--- src/rtl/hpd_pkg.sv ---
package hpd_pkg;
  localparam int HPD_BYTE_W      = 8;
  localparam int HPD_NUM_BYTES   = 3;
  localparam int HPD_ADDR_W      = 3;
  localparam int HPD_LOW_ADDR    = 7;
  localparam int HPD_MODE_W      = 2;
  localparam int HPD_SYNC_STAGES = 2;
endpackage

--- src/rtl/hpd_rst_sync.sv ---
module hpd_rst_sync (
  input  logic clk,
  input  logic rst_n,
  output logic rst_sync_n
);
  logic [1:0] rst_sh_q;

  always_ff @(posedge clk or negedge rst_n) begin
    if (!rst_n) rst_sh_q <= 2'b00;
    else        rst_sh_q <= {rst_sh_q[0], 1'b1};
  end

  assign rst_sync_n = rst_sh_q[1];
endmodule

--- src/rtl/hpd_ack_sync.sv ---
module hpd_ack_sync #(
  parameter int STAGES = hpd_pkg::HPD_SYNC_STAGES
) (
  input  logic clk,
  input  logic rst_n,
  input  logic ack_async_i,
  output logic ack_fall_o,
  output logic ack_busy_o
);
  logic [STAGES-1:0] sync_q;
  logic [STAGES-1:0] sync_n;
  logic              prev_q;
  logic              ack_lvl;

  assign ack_lvl = sync_q[STAGES-1];

  always_comb begin
    sync_n = {sync_q[STAGES-2:0], ack_async_i};
  end

  always_ff @(posedge clk or negedge rst_n) begin
    if (!rst_n) begin
      sync_q <= '0;
      prev_q <= 1'b0;
    end else begin
      sync_q <= sync_n;
      prev_q <= ack_lvl;
    end
  end

  // Single-cycle pulse on the synchronised falling edge
  assign ack_fall_o = prev_q & ~ack_lvl;
  // Covers the whole acknowledge window including the falling-edge cycle
  assign ack_busy_o = prev_q | ack_lvl;


  fall_pulse_chk: assert property (@(posedge clk) disable iff (!rst_n)
    ack_fall_o |=> !ack_fall_o);
endmodule

--- src/rtl/hpd_tx_hold.sv ---
module hpd_tx_hold #(
  parameter int WORD_W = hpd_pkg::HPD_BYTE_W * hpd_pkg::HPD_NUM_BYTES
) (
  input  logic              clk,
  input  logic              rst_n,
  input  logic              wr_i,
  input  logic [WORD_W-1:0] wdata_i,
  input  logic              irq_en_i,
  input  logic              move_i,
  output logic              empty_o,
  output logic [WORD_W-1:0] word_o,
  output logic              irq_o,
  output logic              overrun_o
);
  logic              empty_q, empty_n;
  logic              ovr_q, ovr_n;
  logic [WORD_W-1:0] word_q;
  logic              word_en;

  always_comb begin
    empty_n = empty_q;
    ovr_n   = ovr_q;
    word_en = 1'b0;
    if (move_i) empty_n = 1'b1;
    if (wr_i) begin
      if (empty_q) begin
        empty_n = 1'b0;
        word_en = 1'b1;
      end else begin
        ovr_n = 1'b1;
      end
    end
  end

  always_ff @(posedge clk or negedge rst_n) begin
    if (!rst_n) begin
      empty_q <= 1'b1;
      ovr_q   <= 1'b0;
    end else begin
      empty_q <= empty_n;
      ovr_q   <= ovr_n;
    end
  end

  always_ff @(posedge clk or negedge rst_n) begin
    if (!rst_n)       word_q <= '0;
    else if (word_en) word_q <= wdata_i;
  end

  assign empty_o   = empty_q;
  assign word_o    = word_q;
  assign irq_o     = empty_q & irq_en_i;
  assign overrun_o = ovr_q;


  wr_clear_chk: assert property (@(posedge clk) disable iff (!rst_n)
    (wr_i && empty_q) |=> !empty_q);

  move_full_chk: assert property (@(posedge clk) disable iff (!rst_n)
    move_i |-> !empty_q);

  drop_keep_chk: assert property (@(posedge clk) disable iff (!rst_n)
    (wr_i && !empty_q) |=> ($stable(word_q) && ovr_q));
endmodule

--- src/rtl/hpd_rx_unpack.sv ---
module hpd_rx_unpack #(
  parameter int BYTE_W    = hpd_pkg::HPD_BYTE_W,
  parameter int NUM_BYTES = hpd_pkg::HPD_NUM_BYTES,
  parameter int ADDR_W    = hpd_pkg::HPD_ADDR_W,
  parameter int LOW_ADDR  = hpd_pkg::HPD_LOW_ADDR,
  parameter int MODE_W    = hpd_pkg::HPD_MODE_W
) (
  input  logic                        clk,
  input  logic                        rst_n,
  input  logic                        tx_empty_i,
  input  logic [BYTE_W*NUM_BYTES-1:0] hold_word_i,
  input  logic [MODE_W-1:0]           mode_i,
  input  logic                        ack_raw_i,
  input  logic                        ack_fall_i,
  input  logic                        ack_busy_i,
  output logic                        move_o,
  output logic                        req_o,
  output logic [BYTE_W-1:0]           bus_data_o,
  output logic                        bus_oe_o
);
  localparam int WORD_W = BYTE_W * NUM_BYTES;
  localparam logic [ADDR_W-1:0] LOW_A = ADDR_W'(LOW_ADDR);
  localparam logic [ADDR_W-1:0] HI_A  = ADDR_W'(LOW_ADDR - NUM_BYTES + 1);

  logic [NUM_BYTES-1:0][BYTE_W-1:0] rx_q;
  logic                             full_q, full_n;
  logic [ADDR_W-1:0]                cnt_q, cnt_n;
  logic [ADDR_W-1:0]                load_addr;
  logic                             last_rd, step;
  logic [BYTE_W-1:0]                sel_byte;

  // Width mode to starting byte address, clamped at the low byte
  always_comb begin
    if (int'(mode_i) >= NUM_BYTES - 1) load_addr = LOW_A;
    else                                load_addr = HI_A + ADDR_W'(mode_i);
  end

  assign last_rd = ack_fall_i & full_q & (cnt_q == LOW_A);
  assign step    = ack_fall_i & full_q & (cnt_q != LOW_A);
  assign move_o  = ~tx_empty_i & (~full_q | last_rd);

  always_comb begin
    full_n = full_q;
    cnt_n  = cnt_q;
    if (move_o) begin
      full_n = 1'b1;
      cnt_n  = load_addr;
    end else if (last_rd) begin
      full_n = 1'b0;
    end else if (step) begin
      cnt_n = cnt_q + 1'b1;
    end
  end

  always_ff @(posedge clk or negedge rst_n) begin
    if (!rst_n) begin
      full_q <= 1'b0;
      cnt_q  <= HI_A;
    end else begin
      full_q <= full_n;
      cnt_q  <= cnt_n;
    end
  end

  genvar gi;
  generate
    for (gi = 0; gi < NUM_BYTES; gi++) begin : g_rx_byte
      always_ff @(posedge clk or negedge rst_n) begin
        if (!rst_n)      rx_q[gi] <= '0;
        else if (move_o) rx_q[gi] <= hold_word_i[gi*BYTE_W +: BYTE_W];
      end
    end
  endgenerate

  // Address HI_A+i selects byte NUM_BYTES-1-i (high byte first)
  always_comb begin
    sel_byte = '0;
    for (int i = 0; i < NUM_BYTES; i++) begin
      if (cnt_q == HI_A + ADDR_W'(i)) sel_byte = rx_q[NUM_BYTES-1-i];
    end
  end

  assign req_o      = full_q & ~ack_busy_i;
  assign bus_oe_o   = ack_raw_i;
  assign bus_data_o = ack_raw_i ? sel_byte : '0;


  cnt_range_chk: assert property (@(posedge clk) disable iff (!rst_n)
    (cnt_q >= HI_A) && (cnt_q <= LOW_A));

  cnt_step_chk: assert property (@(posedge clk) disable iff (!rst_n)
    (ack_fall_i && full_q && cnt_q != LOW_A) |=> (cnt_q == $past(cnt_q) + 1'b1));

  low_read_chk: assert property (@(posedge clk) disable iff (!rst_n)
    (ack_fall_i && full_q && cnt_q == LOW_A && tx_empty_i) |=> !full_q);

  req_drop_chk: assert property (@(posedge clk) disable iff (!rst_n)
    $rose(ack_busy_i) |-> !req_o);

  move_fill_chk: assert property (@(posedge clk) disable iff (!rst_n)
    move_o |=> (full_q && cnt_q == $past(load_addr)));

  logic unused_w;
  assign unused_w = ^WORD_W;
endmodule

--- src/rtl/hpd_unpacker.sv ---
module hpd_unpacker #(
  parameter int BYTE_W      = hpd_pkg::HPD_BYTE_W,
  parameter int NUM_BYTES   = hpd_pkg::HPD_NUM_BYTES,
  parameter int ADDR_W      = hpd_pkg::HPD_ADDR_W,
  parameter int LOW_ADDR    = hpd_pkg::HPD_LOW_ADDR,
  parameter int MODE_W      = hpd_pkg::HPD_MODE_W,
  parameter int SYNC_STAGES = hpd_pkg::HPD_SYNC_STAGES
) (
  input  logic                        clk,
  input  logic                        rst_n,
  input  logic                        dsp_wr,
  input  logic [BYTE_W*NUM_BYTES-1:0] dsp_wdata,
  input  logic                        tx_irq_en,
  input  logic [MODE_W-1:0]           width_mode,
  output logic                        tx_empty,
  output logic                        tx_irq,
  output logic                        tx_overrun,
  output logic                        dma_req,
  input  logic                        dma_ack,
  output logic [BYTE_W-1:0]           host_data,
  output logic                        host_oe
);
  localparam int WORD_W = BYTE_W * NUM_BYTES;

  logic              rst_i_n;
  logic              move;
  logic              ack_fall, ack_busy;
  logic [WORD_W-1:0] hold_word;

  hpd_rst_sync u_rst (
    .clk        (clk),
    .rst_n      (rst_n),
    .rst_sync_n (rst_i_n)
  );

  hpd_ack_sync #(.STAGES(SYNC_STAGES)) u_ack (
    .clk         (clk),
    .rst_n       (rst_i_n),
    .ack_async_i (dma_ack),
    .ack_fall_o  (ack_fall),
    .ack_busy_o  (ack_busy)
  );

  hpd_tx_hold #(.WORD_W(WORD_W)) u_tx (
    .clk       (clk),
    .rst_n     (rst_i_n),
    .wr_i      (dsp_wr),
    .wdata_i   (dsp_wdata),
    .irq_en_i  (tx_irq_en),
    .move_i    (move),
    .empty_o   (tx_empty),
    .word_o    (hold_word),
    .irq_o     (tx_irq),
    .overrun_o (tx_overrun)
  );

  hpd_rx_unpack #(
    .BYTE_W    (BYTE_W),
    .NUM_BYTES (NUM_BYTES),
    .ADDR_W    (ADDR_W),
    .LOW_ADDR  (LOW_ADDR),
    .MODE_W    (MODE_W)
  ) u_rx (
    .clk         (clk),
    .rst_n       (rst_i_n),
    .tx_empty_i  (tx_empty),
    .hold_word_i (hold_word),
    .mode_i      (width_mode),
    .ack_raw_i   (dma_ack),
    .ack_fall_i  (ack_fall),
    .ack_busy_i  (ack_busy),
    .move_o      (move),
    .req_o       (dma_req),
    .bus_data_o  (host_data),
    .bus_oe_o    (host_oe)
  );


  oe_follow_chk: assert property (@(posedge clk) disable iff (!rst_i_n)
    host_oe == dma_ack);
endmodule

--- config.mk ---
export PLATFORM = sky130hd
export DESIGN_NAME = hpd_unpacker
export DESIGN_NICKNAME = d
export VERILOG_FILES = /design/src/rtl/hpd_pkg.sv /design/src/rtl/hpd_rst_sync.sv /design/src/rtl/hpd_ack_sync.sv /design/src/rtl/hpd_tx_hold.sv /design/src/rtl/hpd_rx_unpack.sv /design/src/rtl/hpd_unpacker.sv
export SDC_FILE = /design/constraint.sdc
export NUM_CORES = 1
export LEC_CHECK = 0
export ABC_AREA = 1
export CORE_UTILIZATION = 35
export CTS_CLUSTER_SIZE = 16
export DETAILED_ROUTE_END_ITERATION = 16
export SLEW_MARGIN = 10
export SYNTH_ARGS = -nofsm -noshare
export SYNTH_HDL_FRONTEND = slang
export SYNTH_SLANG_ARGS = --single-unit
--- constraint.sdc ---
create_clock -name clk -period 3 [get_ports clk]
set_input_delay 0.45 -clock clk [delete_from_list [all_inputs] [get_ports clk]]
set_output_delay 0.45 -clock clk [all_outputs]
set_load 0.02 [all_outputs]
# Yosys cells after proc, flatten, opt, wreduce, memory -nomap -nowiden
# Cells that the tools add are included.
# W data, S select, Z words.
# totals
reg_bits	59
inputBits	31
output_inout_bits	13
elab_cells	51
# op_classes
addsub	2
order_cmp	1
eq_ne	5
muxes	15
bitwise_logic	13
n_reduce_logical	4
# op_table
cell	count
$mux W8	4
$mux W3	4
$eq A3 B3 Y1 const B	3
$and A1 B1 Y1	7
$mux W1	7
$not A1 Y1	4
$reduce_and A2 Y1	2
$reduce_bool A2 Y1	2
$add A3 B1 Y3 const B	1
$add A3 B2 Y3 const A	1
$ne A3 B3 Y1 const B	1
$ge A2 B2 Y1 const B	1
$ne A2 B2 Y1 const B	1
$or A1 B1 Y1	2

# Logic depth before layout (Yosys ltp)
# logic_depth
ltp_word	9
depth_mapped	9
mapped_depth_nobuf	8

# Cells and area by module
# Synthesis repeated with hierarchy kept, for this count alone.
# unflattened
cells_unflattened	319
area_unflattened_um2	2670.1
# by_module_without_submodules
module	n_inst	cells_each	area_per_inst_um2
hpd_rx_unpack	1	195	1461.4
hpd_tx_hold	1	114	1064.8
hpd_ack_sync	1	7	90.1
hpd_rst_sync	1	3	53.8

# Worst setup path before layout
# OpenSTA, ideal clock, no wires.
# synth_path
kind	register to output
startpoint	register u_rx.cnt_q[1]
endpoint	output port host_data[0]
t_arrival_ns	1.527
t_required_ns	2.550
slack_ns	1.023
stages_incl_launch_ff	7
n_path_buf	1
path_cell_list	dfrtp_1 ha_1 ha_1 inv_2 buf_2 o21ai_0 a31oi_1
# synth_between
elab_chain_cells	5
# synth_lines
element	line_no	source
from (decl)	hpd_rx_unpack.sv:27	logic [ADDR_W-1:0] cnt_q, cnt_n;
from (signal assigned)	hpd_rx_unpack.sv:61	cnt_q <= cnt_n;
$eq A3 B3 Y1	hpd_rx_unpack.sv:79	if (cnt_q == HI_A + ADDR_W'(i)) sel_byte = rx_q[NUM_BYTES-1-i];
$mux W8 (2 in series)	hpd_rx_unpack.sv:79	
$mux W8 (*)	hpd_rx_unpack.sv:79	
$mux W8 (*)	hpd_rx_unpack.sv:85	assign bus_data_o = ack_raw_i ? sel_byte : '0;
to (decl)	hpd_unpacker.sv:20	output logic [BYTE_W-1:0] host_data,
# Every way passes the cells marked *; elsewhere a longest branch is shown, timed or not.

# Worst setup path in the final report
# layout_path
startpoint	register u_rx.cnt_q[1]
endpoint	output port host_data[6]
# Same word-level chain as after synthesis.

==> run metrics <==
status=finished, final reports clean; PortBufs=43; crit path DAT=2.39 ns; first-pass GRT wire length=8510 um; worst min-delay path category=input port to asynchronous set/reset pin; largest net degree at the start of global routing=43; # nets final=339; drt wl/cell=12.5 um; postcts setup bufs=0; synthesis-stage register bit count=59; RSZ-0062 raised after global routing=false; post-detail-place hpwl=3570 um; Max Slew Vio Count=0; initial core utilization=36.1%; Synth Net Count=293; Syn Area/Cell=10.2 um^2; count of max-cap constraint violations=0; Cell Rows=31; fmax=0.352 GHz; fillers=723; die area=7840 um^2; met1 Use GR=19.5%; vias=1,841; Worst Tran Pin Value=0.596 ns; number of flops mapped to enable cells by yosys=0; die height=88.5 um; number of distinct library cells after synthesis=28; share of flip-flops with an asynchronous set or reset=100%; CTS tree=yes; GPL Wtd Cong=0.793; clock sinks=59; Required @ worst endpoint=2.55 ns; kind of critical path=register to output port; Horiz. Die Dim=88.5 um; P per Cell Area=906 nW/um^2; CTS HTree Levels=3; Startpoint Class=register; vias in the first global route=1,770; GR Overflow Total=0; Clock transition at path regs=0.06 ns; Clock Path Buffers=2; crit end category=output port; cts bufs inserted=9; CP max FO=18; ANT cells=0; Tmin final=2.84 ns; multi-input logic area=938 um^2; Core Footprint=7250 um^2; leak pwr=1.55 nW; area grow syn2layout=25.4%; storage element area=1480 um^2; drt first pass iters=4; Final ANT Viol Nets=0; sequential area share after synthesis=56.5%; hold_buf cts=0; Max Clock Skew=0.0114 ns; post-route DRC violation count=0; Final Hold Vio Count=0; peak supply drop=264 uV; layout cell share with drive strength beyond 1=20.7%; Tot GR Track Use=14.9%; Post-CTS Resized=0; clk root buf=clkbuf_8; crit share post-route=94.8%; worst setup path start=u_rx.cnt_q[1]; Top Ports=44; met2 Use GR=21.9%; Main synth FF type=dfrtp_1; Placed Cells=392; Reg-to-Reg Start=u_rx.cnt_q[0]; setup TNS=0 ns; DR iter-0 viols=90; Post-Layout Cell Count=408; mapped cell area=2620 um^2; initial antenna violation count=0; Via density=4.51; Slew HR=60.2%; Final setup viols=0; Worst-Skew Late Latency=0.34 ns; met3 GRT Util=4.01%; synthesized instance count=258; drt total wl=5090 um; layer with the highest usage=met2; synth warn=0
[logic make-up (layout without fill, tap and decap cells)]
family,after synthesis,after routing,share of synthesized area (%)
simple gates,99,99,16.8
flops,59,59,56.5
compound gates,47,47,11.8
buf+inv,37,88,7.73
mux,11,11,5.16
fa+ha+maj,4,4,1.91
other cells,1,1,0.143
[area by class of cell]
cell class	instances	share of cell area [%]
multi-input combinational	162	28.5
clock inverter	5	1.60
tap	99	3.77
sequential	59	45.1
clock buffer	11	4.30
timing repair buffer	45	13.6
inverter	27	3.16
[power breakdown]
| group | leakage [nW] | internal [W] | switching (W) |
|---|---|---|---|
| Combinational | 0.762 | 0.000423 | 0.000510 |
| Sequential | 0.690 | 0.00114 | 0.000199 |
| Clock | 0.0991 | 0.000401 | 0.000306 |
| Total | 1.55 | 0.00196 | 0.00101 |
[sequential cells by signal (all words and copies together), names as in the netlist]
| register | flops |
|---|---|
| u_ack.sync_q | 2 |
| u_tx.overrun_o | 1 |
| u_rx.cnt_q | 3 |
| u_rx.rx_q | 24 |
| u_rst.rst_sh_q | 2 |
| u_tx.word_o | 24 |
| u_rx.full_q | 1 |
| u_tx.empty_o | 1 |
| u_ack.prev_q | 1 |
[path summary, 6_finish.rpt]
check,endpoint,slack (ns),cells after the start
max,host_data[6],0.16,6
min,u_rst.rst_sh_q[0],0.27,1
max reg2reg,u_rx.cnt_q[0],0.91,8
min reg2reg,u_rx.rx_q[5],0.28,0
max in group asynchronous,u_rx.cnt_q[0],2.02,1
min in group clk,u_ack.sync_q[1],0.35,0
[metrics by stage]
step / hold slack [ns] / setup WS (ns) / cell area (um^2) / total power [W] / util [%]
2_1_floorplan: 0.154 / 1.02 / 2620 / 0.00201 / -
5_1_grt: 0.260 / 0.0723 / 3290 / 0.00319 / 45.3
4_1_cts: 0.260 / 0.107 / 3290 / 0.00301 / 45.3
6_report: 0.270 / 0.157 / 3290 / 0.00298 / 45.3
3_5_place_dp: 0.297 / 0.348 / 3090 / 0.00229 / 42.6
3_3_place_gp: 0.300 / 0.364 / 3090 / 0.00226 / 42.6
[synthesized netlist by cell type, types with 3 or more instances]
cell type,n,area share [%]
inv_1,25,3.6
dfrtp_1,56,53
o21ai_0,9,1.7
nor2_1,17,2.4
o21ai_2,13,4.3
mux2_4,3,1.7
a31oi_1,8,1.9
nand3_1,11,2.1
buf_6,6,2.6
nand2_2,14,3.3
a21oi_1,13,2.5
nand2_1,53,7.6
mux2_2,8,3.4
ha_1,4,1.9
dfstp_2,3,3.0
[critical path, cell delays in order, from the launching register on]
cell,delay (ns)
dfrtp_1,0.41
ha_1,0.19
ha_1,0.20
inv_2,0.25
o21ai_0,0.15
a31oi_1,0.22
clkdlybuf4s50_1,0.64
[layer usage]
| layer | vias to the layer above | part of all wire (%) |
|---|---|---|
| met1 | 855 | 46 |
| met5 | - | 0 |
| met3 | 10 | 4.9 |
| met2 | 51 | 47 |
| li1 | 925 | - |
| met4 | 0 | 2.7 |
[layout by cell type (no fill, tap or decap), types with 2 or more instances in the layout]
cell type / n
nand3_1: 11
mux2_2: 8
nand2_4: 2
dfstp_2: 3
nand2_1: 53
ha_1: 4
clkdlybuf4s50_1: 43
a21oi_1: 13
o21ai_0: 9
dfrtp_1: 55
buf_4: 2
nand2_2: 14
inv_1: 25
clkbuf_8: 10
a31oi_1: 8
o21ai_1: 2
mux2_4: 3
nor2_1: 17
o21ai_2: 13
clkinv_2: 3
Power figures use the tool's default switching activity.
